[config.mk]
export PLATFORM = sky130hd
export DESIGN_NAME = softstart_hiccup_seq
export DESIGN_NICKNAME = d
export VERILOG_FILES = /design/src/rtl/softstart_hiccup_seq.sv
export SDC_FILE = /design/constraint.sdc
export NUM_CORES = 1
export LEC_CHECK = 0
export BUFFER_PORTS_ARGS = -buffer_cell sky130_fd_sc_hd__buf_4
export CELL_PAD_IN_SITES_DETAIL_PLACEMENT = 0
export CELL_PAD_IN_SITES_GLOBAL_PLACEMENT = 1
export CORE_ASPECT_RATIO = 1.2
export CORE_MARGIN = 2
export CORE_UTILIZATION = 25
export CTS_CLUSTER_SIZE = 14
export DETAILED_ROUTE_END_ITERATION = 8
export PLACE_DENSITY = 0.63
export SYNTH_ARGS = -nofsm -noshare
export SYNTH_HDL_FRONTEND = slang
export SYNTH_SLANG_ARGS = --single-unit
[constraint.sdc]
create_clock -name clk -period 2.8 [get_ports clk]
set_clock_uncertainty 0.1 [all_clocks]
set_input_delay 0.56 -clock clk [delete_from_list [all_inputs] [get_ports clk]]
set_output_delay 0.56 -clock clk [all_outputs]
set_load 0.005 [all_outputs]
[src/rtl/softstart_hiccup_seq.sv]
module softstart_hiccup_seq #(
  parameter int CODE_W      = 12,
  parameter int RAMP_FULL   = 3300,
  parameter int EN_THRESH   = 1000,
  parameter int REF_SPAN    = 600,
  parameter int RAMP_STEP   = 10,
  parameter int DIS_STEP    = 100,
  parameter int FAULT_LIMIT = 8
) (
  input  logic              clk,
  input  logic              rst_n,
  input  logic              por_ok,
  input  logic              enable,
  input  logic              tick,
  input  logic              hs_on,
  input  logic              oc_flag,
  output logic [CODE_W-1:0] ramp_code,
  output logic [CODE_W-1:0] ref_code,
  output logic              kill,
  output logic              ss_done,
  output logic              discharging
);
  localparam int CNT_W = $clog2(FAULT_LIMIT + 1);
  localparam logic [CODE_W-1:0] FULL  = CODE_W'(RAMP_FULL);
  localparam logic [CODE_W-1:0] THR   = CODE_W'(EN_THRESH);
  localparam logic [CODE_W-1:0] TOP   = CODE_W'(EN_THRESH + REF_SPAN);
  localparam logic [CODE_W-1:0] SPAN  = CODE_W'(REF_SPAN);
  localparam logic [CODE_W:0]   STEP  = (CODE_W+1)'(RAMP_STEP);
  localparam logic [CODE_W-1:0] DSTEP = CODE_W'(DIS_STEP);
  localparam logic [CNT_W-1:0]  LAST  = CNT_W'(FAULT_LIMIT - 1);

  typedef enum logic [1:0] {S_OFF, S_SOFT, S_RUN, S_HIC} state_t;

  state_t            state;
  logic [CNT_W-1:0]  fault_cnt;
  logic              oc_seen;
  logic              active;
  logic              fault_cycle;
  logic [CODE_W:0]   ramp_up;

  assign active      = (state != S_OFF);
  assign kill        = active && hs_on && oc_flag;
  assign fault_cycle = oc_seen || kill;
  assign ramp_up     = {1'b0, ramp_code} + STEP;
  assign ss_done     = (state == S_RUN);
  assign discharging = (state == S_HIC);

  assign ref_code = (ramp_code < THR) ? '0 :
                    (ramp_code >= TOP) ? SPAN : (ramp_code - THR);

  always_ff @(posedge clk) begin
    if (!rst_n || !por_ok || !enable) begin
      state     <= S_OFF;
      ramp_code <= '0;
      fault_cnt <= '0;
      oc_seen   <= 1'b0;
    end else begin
      oc_seen <= tick ? 1'b0 : fault_cycle;
      case (state)
        S_OFF: begin
          state     <= S_SOFT;
          fault_cnt <= '0;
        end
        S_SOFT: begin
          fault_cnt <= '0;
          if (tick) begin
            if (ramp_up >= {1'b0, FULL}) begin
              ramp_code <= FULL;
              state     <= S_RUN;
            end else begin
              ramp_code <= ramp_up[CODE_W-1:0];
            end
          end
        end
        S_RUN: begin
          if (tick) begin
            if (!fault_cycle) begin
              fault_cnt <= '0;
            end else if (fault_cnt == LAST) begin
              fault_cnt <= '0;
              state     <= S_HIC;
            end else begin
              fault_cnt <= fault_cnt + 1'b1;
            end
          end
        end
        default: begin
          fault_cnt <= '0;
          if (tick) begin
            if (ramp_code == '0)        state     <= S_SOFT;
            else if (ramp_code <= DSTEP) ramp_code <= '0;
            else                        ramp_code <= ramp_code - DSTEP;
          end
        end
      endcase
    end
  end
endmodule


; After elaboration in Yosys (flattened, before gate mapping)
; Index checks and enable logic that the tools add are counted.
[word_totals]
register_bits = 19
out_inout_bits = 27
wordCells = 60
[op_classes]
n_addsub = 4
n_lt_le_gt_ge = 4
eq_ne = 10
muxes = 18
bitwise = 2
n_reduce_logical = 18
[ops]
columns = cell, count
row1 = $mux 12, 7
row2 = $pmux 12 s2, 1
row3 = $mux 2, 7
row4 = $add 12x4->13 const B, 1
row5 = $ge 13x12->1 const B, 1
row6 = $ge 12x11->1 const B, 1
row7 = $le 12x7->1 const B, 1
row8 = $logic_not 12->1, 1
row9 = $lt 12x10->1 const B, 1
row10 = $sub 12x10->12 const B, 1
row11 = $sub 12x7->12 const B, 1
row12 = $mux 4, 2
row13 = $reduce_and 7->1, 1
row14 = $ne 2x1->1 const B, 3
row15 = $ne 2x2->1 const B, 3
row16 = $pmux 2 s3, 1
row17 = $reduce_or 2->1, 3
row18 = $add 4x1->4 const B, 1
row19 = $eq 2x2->1 const B, 2
row20 = $eq 4x3->1 const B, 1
row21 = $reduce_bool 2->1, 2
row22 = $reduce_bool 4->1, 1
row23 = $logic_not 1->1, 3
row24 = $logic_or 1x1->1, 3
row25 = 5 further kinds, 7

; Logic depth before layout (Yosys ltp)
[depth]
ltp_word = 7
ltp_mapped = 10
mapped_depth_nobuf = 8

; Worst setup path before layout
; No wires, ideal clock.
[synth_path]
path_type = flip-flop to flip-flop
from = register ramp_code[3]
to = register ramp_code[3]
arrival_ps = 2230
path_slack_ps = 348
stages_incl_launch_ff = 10
n_path_buf = 1
synth_period_minus_slack_ps = 2452
path_cell_list = dfxtp_1 -> buf_6 -> inv_1 -> ha_1 -> a21oi_4 -> nor3_1 -> and4bb_1 -> o211a_1 -> o31a_1 -> a311o_1
[synth_between]
elab_chain_len = 5
[synth_lines]
columns = item, line
row1 = "start, declared", 17  ; output logic [CODE_W-1:0] ramp_code,
row2 = "start signal, assigned", 71  ; ramp_code <= ramp_up[CODE_W-1:0];
row3 = "start signal, assigned", 92  ; else ramp_code <= ramp_code - DSTEP;
row4 = $add 12x4->13 (tied with other cells), 44  ; assign ramp_up = {1'b0, ramp_code} + STEP;
row5 = $ge 13x12->1 or $mux 12 (tied branches), "67, 91"
row6 = "$mux 12, on equally long branches", "67, 90"
row7 = "$mux 12, on equally long branches", "66, 89"
row8 = $pmux 12 s2, 59  ; case (state)
; Several ways; a longest one is shown, not always the timed one. The select of a mux whose other input is x is not followed.
; A chain may end at the register's enable or synchronous reset.

; Worst setup path in the final report
[layout_path]
from = register ramp_code[4]
to = output port ref_code[9]
[layout_between]
elab_chain_len = 3
[layout_lines]
columns = item, line
row1 = $sub 12x10->12 or $ge 12x11->1 (tied branches), 49  ; (ramp_code >= TOP) ? SPAN : (ramp_code - THR);
row2 = $mux 12, 49
row3 = $mux 12 *, 48  ; assign ref_code = (ramp_code < THR) ? '0 :
row4 = "end, declared", 18  ; output logic [CODE_W-1:0] ref_code,
; Every way passes the cells marked *; elsewhere a longest branch is shown, timed or not.

==> results.toml <==
[status]
status = "completed"

[place]
gp_congestion = 0.8535
io_buffers = 30
pre_cts_ws_ns = 0.2246
dp_cells = 378
dp.final_hpwl_um = 4854

[synthesis]
synthTopCellsByCount = "22 x nand2_1, 18 x dfxtp_1, 17 x a21oi_1"
ys_seq_area_frac = 0.1885
syn_area_per_cell_um2 = 7.353
netlist_instances = 260
synthDistinctLibCells = 56
syn_area_um2 = 1912
synth_most_common_cell = "nand2_1"
yosysWarningCount = 0
synth.area.top_cells = "dfxtp_1 19%, ha_1 9.8%, a21oi_1 4.5%"
synth_edf_count = 0
synth_top_area_share = 0.1885
yosys.area.top_type = "dfxtp_1"
ys_seq_elements = 18
synthArstFlopShare = 0
synth_top_flop_cell = "dfxtp_1"

[power]
leakagePower_nw = 0.8812
ir_worst_vdd_mv = 0.1172
p_per_area_nw_per_um2 = 226.6

[worst_setup_path]
worstReg2RegEnd = "ramp_code[3]$_SDFFE_PP0P_"
arrival_ns = 1.94
rr_worst_depth = 8
worstReg2RegStart = "ramp_code[2]$_SDFFE_PP0P_"
path_max_fanout = 10
ff2ff_setup_slack_ns = 0.24
start_kind = "flip-flop"
required_ns = 2.14
worstSetupPathType = "flip-flop to output pin"
crit_path_end_kind = "output pin"

[final_layout]
fin_nets = 315
n_fill_cell = 816
areaGrowthSynthToFinish_pct = 21.60
diodes = 0
fin_util = 0.3177
layout-drive-gt1-share = 0.1952
final_cells = 382

[sta]
fin_crit_sh = 0.9273
drv_slew = 0
setup_viol = 0
rsz0062_at_grt = "no"
relSlewSlack = 0.6196
worstMarginPinSlew_ns = 0.5668
fin_setup_tns_ns = 0
fin_ws_ns = 0.2036
hold_ws_ns = 0.3876
hold_viol = 0
clock.fmax_mhz = 385.2
period_minus_slack_ns = 2.596

[clock_network]
clk_path_buf_depth = 2
path_clk_slew_ns = 0.08
post_cts_buffers = 0
cts_tree = "built"
cts.sinks = 18
root_buffer = "clkbuf_8"
cts_buffers = 3
clk_latency_ns = 0.26
cts_resized = 0
hold_buffers = 0
htree_levels = 1

[floorplan]
rows = 34
start_util = 0.2613
core_um2 = 7317
die_y_um = 99.80
fp.dieW_um = 83.83
pin_count = 34
die-area_um2 = 8366

[hold_path]
worstHoldPathType = "flip-flop to flip-flop"
holdPathEnd = "fault_cnt[1]$_SDFFE_PP0P_"
hold_start = "fault_cnt[1]$_SDFFE_PP0P_"
hold_depth = 2

[route]
drc_errors = 0
drt_iter0_drc = 155
wirelength_um = 6172
routed_via_density = 5.408
vias = 2066
ant_nets = 0
dr.pass1.iters = 4
post_drt_wl_per_cell_um = 16.16

[global_route]
antenna_found_initial = 0
grt_pass1_vias = 1939
grt-ovfl-total = 0
grt_max_degree = 16
grtUsageTotal = 0.1489
grt_pass1_wl_um = 10140

[job]
maxCapViolCount = 0
## registers in the layout, summed over array words and instances (netlist names)
register   count
oc_seen        1
state          2
ramp_code     11
fault_cnt      4
## how the worst max path moves through the flow
stage | from | to | slack [ns] | depth (start not counted)
detailed placement | ramp_code[2]$_SDFFE_PP0P_ | ramp_code[3]$_SDFFE_PP0P_ | 0.22 | 8
global placement | ramp_code[1]$_SDFFE_PP0P_ | ramp_code[3]$_SDFFE_PP0P_ | 0.28 | 7
finish | ramp_code[4]$_SDFFE_PP0P_ | ref_code[9] | 0.20 | 6
floorplan | ramp_code[3]$_SDFFE_PP0P_ | ramp_code[3]$_SDFFE_PP0P_ | 0.35 | 9
global route | ramp_code[5]$_SDFFE_PP0P_ | ref_code[8] | 0.004 | 7
CTS | ramp_code[4]$_SDFFE_PP0P_ | ref_code[9] | 0.19 | 6
## report_power, final
part           switching (W)  leakage [nW]  internal [W]
clock              0.0000991        0.0288      0.000125
combinational      0.0000269         0.707     0.0000178
sequential        0.00000111         0.145      0.000257
total               0.000127         0.881      0.000400
## logic make-up (layout without fill, tap and decap cells)
| kind of cell | count (synthesis) | in the layout | synth area share |
|---|---|---|---|
| AO/OA/AOI/OAI | 88 | 88 | 0.3213 |
| XOR/XNOR | 9 | 9 | 0.04123 |
| adder cells (fa/ha/maj) | 15 | 15 | 0.09817 |
| buffers and inverters | 33 | 63 | 0.08377 |
| flip-flops | 18 | 18 | 0.1885 |
| multiplexers | 2 | 2 | 0.01047 |
| other | 1 | 3 | 0.001961 |
| AND/OR/NAND/NOR | 94 | 94 | 0.2546 |
## layer usage
layer,up-vias,GRT usage,share of wire
li1,1026,-,-
met3,9,0.02220,0.035
met1,989,0.1889,0.46
met5,-,0,0
met2,42,0.2597,0.49
met4,0,0.04839,0.016
## critical path: stages, from the launching register on
cell and delay (ns):
dfxtp_1 0.54, inv_1 0.17, ha_1 0.30, nor3b_1 0.28, xnor2_1 0.15, a21oi_1 0.08
buf_4 0.15
## final cells by class
| class | count | area, um^2 | area share |
|---|---|---|---|
| repair buffers | 47 | 352.8 | 0.1518 |
| flip-flops and latches | 18 | 360.3 | 0.1550 |
| inverters | 12 | 45.04 | 0.01938 |
| multi-input cells | 211 | 1399 | 0.6017 |
| well taps | 90 | 112.6 | 0.04844 |
| clock buffers | 4 | 55.05 | 0.02368 |
## layout by cell type, fill, tap and decap left out, types with 3 or more instances in the layout
cell type and instances:
clkbuf_8 4, and3_1 4, nor2b_1 4, nand3_1 9, o21ai_0 16, or3_1 3, nor3b_1 4, nor2_1 16
o21a_1 4, a221oi_1 3, ha_1 15, o31ai_1 5, nor3_1 16, o31a_1 4, o311ai_0 3, conb_1 3
a21oi_1 17, nand2_1 22, nand4_1 3, a211oi_1 5, o22ai_1 4, buf_4 47, a31oi_1 4, inv_1 12
dfxtp_1 18, xnor2_1 7
## through the flow
step | power, W | cell area [um^2]
6_report | 0.0005269 | 2325
5_1_grt | 0.0005554 | 2325
4_1_cts | 0.0005385 | 2325
3_5_place_dp | 0.0003091 | 2270
3_3_place_gp | 0.0003098 | 2270
2_1_floorplan | 0.0002943 | 1919
Power figures use the tool's default switching activity.
